### src/rtl/field_xfer.sv
module field_xfer #(
  parameter int BYTE_W    = 6,
  parameter int NBYTES    = 5,
  parameter int IDX_BYTES = 2
) (
  input  logic        clk,
  input  logic        rst_n,
  input  logic        op_valid,
  input  logic [1:0]  op_kind,
  input  logic [1:0]  reg_class,
  input  logic [5:0]  field,
  input  logic [30:0] mem_in,
  input  logic [30:0] reg_in,
  output logic        done,
  output logic [30:0] res_word,
  output logic        illegal_field,
  output logic        idx_err
);
  localparam int MAG_W  = BYTE_W * NBYTES;
  localparam int WORD_W = MAG_W + 1;
  localparam int IDX_W  = BYTE_W * IDX_BYTES;

  localparam logic [1:0] K_LOAD = 2'd0, K_LOADN = 2'd1, K_STORE = 2'd2, K_ZERO = 2'd3;
  localparam logic [1:0] C_FULL = 2'd0, C_INDEX = 2'd1, C_JUMP = 2'd2;

  logic [2:0]       fl, fr;
  logic             legal, is_store, narrow;
  logic [MAG_W-1:0] fmask, mem_mag, src_mag, ld_mag, st_mag;
  logic [7:0]       sh_bits;
  logic             mem_sign, src_sign, ld_sign, st_sign;
  logic [WORD_W-1:0] next_word;
  logic             idx_bad;

  assign fl       = field[5:3];
  assign fr       = field[2:0];
  assign legal    = (fl <= fr) && (fr <= 3'(NBYTES));
  assign is_store = op_kind[1];
  assign narrow   = (reg_class == C_INDEX) || (reg_class == C_JUMP);
  assign mem_sign = mem_in[WORD_W-1];
  assign mem_mag  = mem_in[MAG_W-1:0];
  assign sh_bits  = 8'(BYTE_W) * {5'd0, 3'(NBYTES) - fr};

  for (genvar p = 1; p <= NBYTES; p++) begin : g_mask
    assign fmask[MAG_W-BYTE_W*p +: BYTE_W] =
      {BYTE_W{(3'(p) >= fl) && (3'(p) <= fr)}};
  end

  always_comb begin
    src_mag  = reg_in[MAG_W-1:0];
    src_sign = reg_in[WORD_W-1];
    if (narrow) src_mag = {{(MAG_W-IDX_W){1'b0}}, reg_in[IDX_W-1:0]};
    if (reg_class == C_JUMP) src_sign = 1'b0;
    if (op_kind == K_ZERO) begin
      src_mag  = '0;
      src_sign = 1'b0;
    end
  end

  assign ld_mag  = (mem_mag & fmask) >> sh_bits;
  assign ld_sign = ((fl == 3'd0) ? mem_sign : 1'b0) ^ (op_kind == K_LOADN);
  assign st_mag  = (mem_mag & ~fmask) | ((src_mag << sh_bits) & fmask);
  assign st_sign = (fl == 3'd0) ? src_sign : mem_sign;
  assign next_word = is_store ? {st_sign, st_mag} : {ld_sign, ld_mag};
  assign idx_bad = !is_store && narrow && (|(ld_mag >> IDX_W));

  always_ff @(posedge clk) begin
    if (!rst_n) begin
      done          <= 1'b0;
      res_word      <= '0;
      illegal_field <= 1'b0;
      idx_err       <= 1'b0;
    end else begin
      done          <= op_valid;
      illegal_field <= op_valid && !legal;
      idx_err       <= op_valid && legal && idx_bad;
      if (op_valid && legal) res_word <= next_word;
    end
  end

  assert_done_follows_R12: assert property (@(posedge clk) disable iff (!rst_n)
    op_valid |=> done);
  assert_done_idle_R12: assert property (@(posedge clk) disable iff (!rst_n)
    !op_valid |=> !done);
  assert_illegal_holds_R11: assert property (@(posedge clk) disable iff (!rst_n)
    (op_valid && !legal) |=> (illegal_field && !idx_err && $stable(res_word)));
  assert_load_plus_R3: assert property (@(posedge clk) disable iff (!rst_n)
    (op_valid && legal && op_kind == K_LOAD && fl != 3'd0) |=> !res_word[WORD_W-1]);
  assert_store_keeps_R5: assert property (@(posedge clk) disable iff (!rst_n)
    (op_valid && legal && is_store) |=>
      (((res_word[MAG_W-1:0] ^ $past(mem_mag)) & $past(~fmask)) == '0));
  assert_store_sign_R6: assert property (@(posedge clk) disable iff (!rst_n)
    (op_valid && legal && is_store && fl != 3'd0) |=> (res_word[WORD_W-1] == $past(mem_sign)));
  assert_jump_plus_R10: assert property (@(posedge clk) disable iff (!rst_n)
    (op_valid && legal && is_store && reg_class == C_JUMP && fl == 3'd0) |=> !res_word[WORD_W-1]);
  assert_zero_field_R7: assert property (@(posedge clk) disable iff (!rst_n)
    (op_valid && legal && op_kind == K_ZERO) |=> ((res_word[MAG_W-1:0] & $past(fmask)) == '0));
endmodule

### config.mk
export PLATFORM = sky130hd
export DESIGN_NAME = field_xfer
export DESIGN_NICKNAME = d
export VERILOG_FILES = /design/src/rtl/field_xfer.sv
export SDC_FILE = /design/constraint.sdc
export NUM_CORES = 1
export LEC_CHECK = 0
export BUFFER_PORTS_ARGS = -buffer_cell sky130_fd_sc_hd__buf_4
export CORE_MARGIN = 2
export CORE_UTILIZATION = 56
export DETAILED_ROUTE_END_ITERATION = 6
export HOLD_SLACK_MARGIN = 0.03
export PLACE_DENSITY = 0.85
export REMOVE_ABC_BUFFERS = 1
export SLEW_MARGIN = 10
export SYNTH_ARGS = -nofsm -noshare
export SYNTH_HDL_FRONTEND = slang
export SYNTH_SLANG_ARGS = --single-unit
### constraint.sdc
create_clock -name clk -period 2.6 [get_ports clk]
set_input_delay 0 -clock clk [delete_from_list [all_inputs] [get_ports clk]]
set_output_delay 0 -clock clk [all_outputs]
set_load 0.05 [all_outputs]
Yosys cells after proc, flatten, opt, wreduce, memory -nomap -nowiden
Cells that the tools add are included.
- output and inout bits: 34
- bits in registers: 34
- magnitude comparators: 12
- mux-type cells: 7
- multipliers: 1
- reduce and logical (&&, ||, !) cells: 16
- shift-type cells: 2
- $add $sub $neg: 1
- eq/ne operators: 4
- bitwise operators: 6
- operator list (cell ; count):
    30-bit bitwise AND ; 3
    30-bit 2-to-1 mux ; 2
    31-bit 2-to-1 mux ; 1
    30-bit NOT ; 1
    30-bit bitwise OR ; 1
    30-bit by 6-bit left shift with 30-bit output ; 1
    30-bit by 6-bit right shift with 30-bit output ; 1
    18-bit OR reduction ; 1
    1-bit logical AND ; 11
    2-bit by 3-bit >= comparator with 1-bit output (first input constant) ; 2
    3-bit >= comparator (first input constant) ; 2
    2-bit by 3-bit less-or-equal comparator with 1-bit output (first input constant) ; 2
    3-bit less-or-equal comparator (first input constant) ; 2
    2-bit by 3-bit multiplier with 5-bit output (first input constant) ; 1
    2-bit by 1-bit equality test with 1-bit output (second input constant) ; 2
    2-bit equality test (second input constant) ; 2
    1-bit 2-to-1 mux ; 4
    1-bit by 3-bit >= comparator with 1-bit output (first input constant) ; 1
    1-bit by 3-bit less-or-equal comparator with 1-bit output (first input constant) ; 1
    3-bit less-or-equal comparator ; 1
    3-bit less-or-equal comparator (second input constant) ; 1
    3-bit zero test ; 1
    3-bit subtractor (first input constant) ; 1
    1-bit zero test ; 2
    other kinds (2) ; 2

Depth between registers and ports, before layout
Gate-level depths: netlist of run 1.
- depth after elaboration: 8
- mapped depth: 14
- gate-level depth less buffers: 9

Worst setup path after synthesis of run 1
OpenSTA, ideal clock, no wires.
- path kind: input to register
- from: input field[0]
- to: register res_word[28]
- setup slack: 0.188 ns
- path buffers: 5
- cell stages on the path: 12
- arrival: 2.290 ns
- setup time: 0.122 ns
- path through: buf_2 inv_1 buf_2 ha_1 buf_2 buf_2 buf_2 a22o_1 mux2_1 a22o_1 a221oi_1 nor2_1
- longest elaborated chain between the ends: 6
- elaborated cells between the ends (all ways): 24
- classes of those cells: add/sub (1); mul (1); order compare (7); shift (2); mux (1); bitwise (5); reduce/logical (7)
- RTL lines (element ; RTL line ; source):
    start, declared ; 11 ; input logic [5:0] field,
    3-bit subtractor or 1-bit by 3-bit less-or-equal comparator with 1-bit output (tied branches) ; 41, 45 ;
    2-bit by 3-bit multiplier with 5-bit output or 1-bit logical AND (tied branches) ; 41, 45 ;
    30-bit by 6-bit left shift with 30-bit output or 30-bit NOT (tied branches) ; 61 ; assign st_mag = (mem_mag & ~fmask) | ((src_mag << sh_bits) & fmask);
    30-bit bitwise AND ; 61 ;
    30-bit bitwise OR ; 61 ;
    31-bit 2-to-1 mux ; 63 ; assign next_word = is_store ? {st_sign, st_mag} : {ld_sign, ld_mag};
    end signal, assigned ; 76 ; if (op_valid && legal) res_word <= next_word;
    end, declared ; 15 ; output logic [30:0] res_word,
Several ways; a longest one is shown, not always the timed one.
A chain may end at the register's enable or synchronous reset.

Final worst setup path of run 1
- from: input field[0]
- to: register idx_err
- longest elaborated chain between the ends: 7
- elaborated cells between the ends (all ways): 21
- classes of those cells: add/sub (1); mul (1); order compare (7); shift (1); bitwise (1); reduce/logical (10)
- RTL lines (element ; RTL line ; source):
    parallel branches: the longest is 6 deep, another holds 2-bit by 3-bit multiplier with 5-bit output ; - ;
    1-bit logical AND (*) ; 75 ; idx_err <= op_valid && legal && idx_bad;
    end signal, assigned ; 75 ;
    end, declared ; 17 ; output logic idx_err
Mark *: on every way between the ends.

==> results.py, run 1 <==
metrics = {
    "run_status": {
        "outcome": "complete, no violations",
    },
    "synthesis": {
        "yosysMostFrequentCell": "nand2_1",
        "synth_edf_count": 0,
        "synthCells": 633,
        "syn_area_sq_mm": 0.004658,
        "ys_seq_area_frac": 0.1461,
        "async_reset_ff_frac": 0,
        "yosys_warnings": 0,
        "yosysTopAreaCell": "dfxtp_1",
        "syn_avg_cell_area_sq_um": 7.359,
        "yosys-top-cells-area": "dfxtp_1, mux2i_1, nand2_1",
        "synth-seq-cells": 34,
        "netlist_top_cells_count": "nand2_1, a21oi_1, o21ai_0",
        "ys_types": 79,
        "synth_top_area_share": 0.1461,
        "synth_ff_type": "dfxtp_1",
    },
    "floorplanning": {
        "die_y_um": 95.21,
        "die-area_sq_mm": 0.009064,
        "die_w_um": 95.21,
        "ios": 109,
        "core_sq_mm": 0.008134,
        "fp-row-count": 33,
        "initial_core_util": 0.5727,
    },
    "finish": {
        "final_cell_area_sq_mm": 0.005777,
        "layoutNonFillerInstCount": 839,
        "nNetsFinal": 819,
        "fin_util": 0.7102,
        "drive_gt1_frac": 0.2643,
        "syn_to_final_growth_pct": 24.01,
        "antenna_cells": 0,
    },
    "placed_design": {
        "io_buffers": 108,
        "dpl.cell_count": 827,
        "gp_congestion": 1.104,
        "placed_area_sq_mm": 0.005642,
        "dpl.hpwl_um": 15410,
    },
    "worst_setup_path": {
        "crit_path_max_fanout": 19,
        "crit_arrival_ns": 2.54,
        "cp-start-kind": "input port",
        "required_ns": 2.82,
        "worst-setup-path-type": "in -> reg",
        "r2r_slack_ns": 1.79,
        "endpoint_kind": "register",
    },
    "clocking": {
        "cts_tree": "built",
        "htree_levels": 2,
        "cts_root_buf": "clkbuf_8",
        "cts.sinks": 34,
        "cts_setup_buffers": 0,
        "clock_latency_ns": 0.30,
        "clkSlewWorstSetupHoldPaths_ns": 0.08,
        "clockBufferDepth": 2,
        "cts_buffers": 5,
    },
    "drt": {
        "drc": 0,
        "ant_nets": 0,
        "drtPass1Iterations": 6,
        "num_vias": 6033,
        "routed_wl_um": 20240,
        "wl_per_cell_um": 24.13,
        "drtIter0Drc": 797,
        "viasPerCell": 7.191,
    },
    "global_routing": {
        "grtUsageTotal": 0.4445,
        "antenna_found_initial": 0,
        "grt_pass1_wl_um": 30330,
        "grt_pass1_vias": 5532,
        "grt_max_degree": 74,
        "gr-total-overflow": 0,
    },
    "timing": {
        "finalMaxSlewViolations": 0,
        "setup_viol": 0,
        "relSlewSlack": 0.5523,
        "grt_setup_unrepaired": "no",
        "worstMarginPinSlew_ns": 0.6547,
        "finalHoldViolCount": 0,
        "max_freq_mhz": 431.1,
        "finalCritPeriodShare": 0.8922,
        "fin_skew_ns": 0,
        "post-route-min-period_ns": 2.320,
    },
    "run": {
        "maxCapViolations": 0,
    },
    "worst_hold_path": {
        "min_path_type": "in -> reg",
    },
    "power_and_ir_drop": {
        "p_per_area_mw_per_mm2": 446.3,
        "peakVddDrop_v": 0.0002878,
        "power.total_mw": 2.578,
        "leakage_nw": 2.420,
    },
}
flip-flops by register name, summed over array words and instances, names as in the netlist:
register,flops
res_word,31
done,1
idx_err,1
illegal_field,1
final timing paths:
path | cells past startpoint | start | to
max | 10 | field[0] | idx_err$_SDFF_PN0_
min | 3 | mem_in[28] | res_word[28]$_SDFFE_PN0P_
max reg2reg | 2 | res_word[13]$_SDFFE_PN0P_ | res_word[13]$_SDFFE_PN0P_
min reg2reg | 2 | res_word[19]$_SDFFE_PN0P_ | res_word[19]$_SDFFE_PN0P_
cell type report:
| type | count | area (sq um) |
|---|---|---|
| sequential | 34 | 680.7 |
| timing repair buffer | 150 | 1174 |
| clock inverter | 2 | 12.51 |
| clock buffer | 6 | 82.58 |
| fill | 707 | 2357 |
| tap | 105 | 131.4 |
| multi-input combinational | 535 | 3670 |
| inverter | 7 | 26.28 |
cells in the final DEF (no fill, tap or decap), drive strengths merged, types with 4 or more instances in the layout:
cell type and instances:
nand3 27, o22ai 5, and2 4, nand4 11, a22o 9, o211ai 10, nor3 29, inv 7
buf 146, o221ai 13, dlygate4sd3 4, nand2b 10, nand2 67, a22oi 6, o31ai 7, nor2b 6
dfxtp 34, clkbuf 6, a21oi 46, a211oi 5, ha 11, a21boi 8, nor2 40, o21ai 51
o2111ai 6, a221oi 16, mux2 21, a31oi 11, mux4 5, and4 4, o2bb2ai 8, mux2i 39
critical path, cell delays in order:
cell       delay (ns)
buf_4            0.12
inv_1            0.21
ha_2             0.42
buf_4            0.25
buf_4            0.20
a2111oi_0        0.53
o21ba_2          0.25
o221ai_1         0.22
a211oi_1         0.11
a41oi_2          0.20
metal layers:
metal	up-vias	track usage	wire length, um
li1	2673	-	-
met1	2764	0.5717	7787
met2	488	0.6878	8702
met3	108	0.09960	2443
met4	0	0.2415	1308
met5	-	0	0
per-stage QoR:
step	hold WS [ns]	setup WS (ns)	setup TNS (ns)
final	0.02688	0.2802	0
after global routing	0.05092	0.1189	0
after CTS	0.03225	0.4104	0
after detailed placement	0.2485	0.09889	0
after global placement	0.2475	0.09745	0
after floorplan	0.1169	-1.117	-25.81
report_power, final:
group          total [mW]  internal (mW)  switching [mW]
sequential          0.586          0.563          0.0236
combinational        1.53          0.561           0.971
clock               0.459          0.214           0.245
repair_timing:
item / 4_1_cts / 5_1_grt
hold endpoints to repair: 4 / 0
resized for setup: 0 / 0
hold buffers: 4 / 0
setup endpoints to repair: 0 / 0
cell families (layout without fill, tap and decap cells):
group	Yosys count	in the layout	share of synthesized area
AO/OA/AOI/OAI	237	237	0.3535
XOR/XNOR	5	5	0.01585
adder cells (fa/ha/maj)	11	11	0.02955
buffers and inverters	64	165	0.06661
flip-flops	34	34	0.1461
multiplexers	65	65	0.1587
AND/OR/NAND/NOR	217	217	0.2297
Power figures use the tool's default switching activity.
==> run 2, diff against run 1 <==
--- a/config.mk
+++ b/config.mk
@@ -12,6 +12,7 @@
 export HOLD_SLACK_MARGIN = 0.03
 export PLACE_DENSITY = 0.85
 export REMOVE_ABC_BUFFERS = 1
+export SETUP_SLACK_MARGIN = 0.4
 export SLEW_MARGIN = 10
 export SYNTH_ARGS = -nofsm -noshare
 export SYNTH_HDL_FRONTEND = slang
==> run 2 against run 1 <==
The flow now finishes with violations (DRC). Core utilization grew 1.2 points. Setup slack gained 0.15 ns. Cell count grew 0.24%. Clock-buffer cell count is the same. Critical path type unchanged. Critical endpoint is now res_word[13]$_SDFFE_PN0P_.
==> results.py, run 2 (synthesis gave the netlist of run 1 again) <==
metrics = {
    "run": {
        "maxCapViolations": 0,
    },
    "worst_setup_path": {
        "crit_path_max_fanout": 45,
        "worst-setup-path-type": "in -> reg",
        "slowest_stage": "ha_1",
        "r2r_slack_ns": 1.78,
        "endpoint_kind": "register",
        "max_stage_delay_ns": 0.36,
        "cp-start-kind": "input port",
        "crit_arrival_ns": 2.37,
        "required_ns": 2.80,
        "reg2reg_depth": 2,
        "rr_endpoint": "res_word[13]$_SDFFE_PN0P_",
        "r2r-start": "res_word[13]$_SDFFE_PN0P_",
        "crit_path_cell_trace": "buf_4 -> clkinvlp_4 -> ha_1 -> nor2b_1 -> o21a_1 -> o21ai_0 -> and3_1 -> buf_12 -> nand2b_1 -> o221ai_1 -> nor2_1",
    },
    "placed_design": {
        "io_buffers": 108,
        "post-place-ws_ns": 0.09889,
        "dpl.hpwl_um": 15410,
        "gp_congestion": 1.104,
    },
    "clocking": {
        "cts_tree": "built",
        "clkSlewWorstSetupHoldPaths_ns": 0.09,
        "htree_levels": 2,
        "clock_latency_ns": 0.30,
        "cts.sinks": 34,
        "cts_root_buf": "clkbuf_8",
        "cts_buffers": 5,
        "clockBufferDepth": 2,
    },
    "timing": {
        "worstMarginPinSlew_ns": 0.6194,
        "fin_skew_ns": 0,
        "finalHoldViolCount": 0,
        "grt_setup_unrepaired": "yes",
        "post-route-min-period_ns": 2.169,
        "relSlewSlack": 0.5871,
        "finalCritPeriodShare": 0.8343,
        "setup_viol": 0,
        "fin_ws_ns": 0.4307,
        "finalMaxSlewViolations": 0,
        "setup_tns_ns": 0,
        "max_freq_mhz": 461.0,
    },
    "floorplanning": {
        "die-area_sq_mm": 0.009064,
        "fp-row-count": 33,
        "die_y_um": 95.21,
        "core_sq_mm": 0.008134,
        "initial_core_util": 0.5727,
        "ios": 109,
        "die_w_um": 95.21,
    },
    "finish": {
        "nNetsFinal": 821,
        "regMostFlops": "res_word",
        "drive_gt1_frac": 0.2840,
        "mostFrequentLayoutCells": "buf_4, nand2_1, a21oi_1",
        "mostFrequentLayoutCell": "buf_4",
        "antenna_cells": 0,
        "largest_reg_flops": 31,
        "syn_to_final_growth_pct": 26.19,
    },
    "drt": {
        "drtIter0Drc": 796,
        "routed_wl_um": 20380,
        "wl_per_cell_um": 24.24,
        "drc": 8,
        "num_vias": 6102,
        "viasPerCell": 7.256,
        "ant_nets": 0,
        "drtPass1Iterations": 7,
    },
    "power_and_ir_drop": {
        "clkPwrFrac": 0.175,
        "p_seq_frac": 0.225,
        "power.total_mw": 2.608,
        "peakVddDrop_v": 0.0002897,
        "comb_power_share": 0.600,
        "leakage_nw": 2.433,
        "p_per_area_mw_per_mm2": 443.7,
        "p_int_mw": 1.355,
        "switching_share": 0.4804,
        "switching_power_mw": 1.253,
    },
    "worst_hold_path": {
        "worstHoldPathCells": 3,
        "holdPathEnd": "res_word[28]$_SDFFE_PN0P_",
        "min_path_type": "in -> reg",
        "min-delay-start": "mem_in[28]",
    },
    "global_routing": {
        "gr-total-overflow": 0,
        "grtUsageTotal": 0.4445,
        "grt_pass1_wl_um": 30330,
        "grt_max_degree": 74,
        "grt_pass1_vias": 5532,
        "antenna_found_initial": 0,
    },
    "run_status": {
        "violations": "DRC",
        "outcome": "finished, violations left",
    },
}
[run 2: final cells by class]
class | instances | area (sq um)
clock buffers | 6 | 82.58
clock inverters | 2 | 12.51
fillers | 697 | 2256
inverters | 7 | 33.78
multi-input cells | 535 | 3734
flip-flops and latches | 34 | 680.7
well taps | 105 | 131.4
repair buffers | 152 | 1204
[run 2: what timing repair did]
| action | CTS | global route |
|---|---|---|
| setup buffers | 0 | 2 |
| setup endpoints to repair | 0 | 17 |
| gates resized for setup | 0 | 19 |
| hold buffers | 4 | 0 |
| hold endpoints to repair | 4 | 0 |
[run 2: per-stage QoR]
| step | cells | hold WS [ns] | cell area, sq um | util |
|---|---|---|---|---|
| final | 841 | 0.03148 | 5878 | 0.7227 |
| after global routing | 841 | 0.05068 | 5878 | 0.7227 |
| after CTS | 839 | 0.03225 | 5777 | 0.7102 |
| after detailed placement | 827 | 0.2485 | 5642 | 0.6936 |
| after global placement | 827 | 0.2475 | 5642 | 0.6936 |
| after floorplan | 576 | 0.1169 | 4374 | - |
[run 2: layer usage]
layer,wire [um],vias to the layer above,track usage
met5,0,-,0
met4,1250,0,0.2415
met2,8857,494,0.6878
met3,2415,103,0.09960
li1,-,2673,-
met1,7859,2832,0.5717
[run 2: worst max-delay path by stage]
| stage | from | endpoint | slack [ns] | depth (start not counted) |
|---|---|---|---|---|
| after CTS | field[0] | res_word[13]$_SDFFE_PN0P_ | 0.41 | 10 |
| after floorplan | field[0] | res_word[15]$_SDFFE_PN0P_ | -1.12 | 9 |
| after global placement | field[0] | res_word[13]$_SDFFE_PN0P_ | 0.1 | 10 |
| after global routing | field[0] | res_word[13]$_SDFFE_PN0P_ | 0.32 | 11 |
| after detailed placement | field[0] | res_word[13]$_SDFFE_PN0P_ | 0.1 | 10 |
| final | field[1] | res_word[13]$_SDFFE_PN0P_ | 0.43 | 11 |
[run 2: power groups by stage]
| stage | combinational [mW] | sequential (mW) | clock, mW |
|---|---|---|---|
| 2_1_floorplan | 0.725 | 0.740 | 0 |
| 3_3_place_gp | 1.45 | 0.596 | 0 |
| 3_5_place_dp | 1.47 | 0.597 | 0 |
| 4_1_cts | 1.48 | 0.586 | 0.452 |
| 5_1_grt | 1.64 | 0.590 | 0.463 |
| 6_report | 1.56 | 0.587 | 0.457 |
[run 2: critical path, delay by kind of cell]
| kind | cells | cell delay [ns] |
|---|---|---|
| buffers and inverters | 3 | 0.49 |
| AND/OR/NAND/NOR | 4 | 0.74 |
| AO/OA/AOI/OAI | 3 | 0.75 |
| adder cells (fa/ha/maj) | 1 | 0.36 |
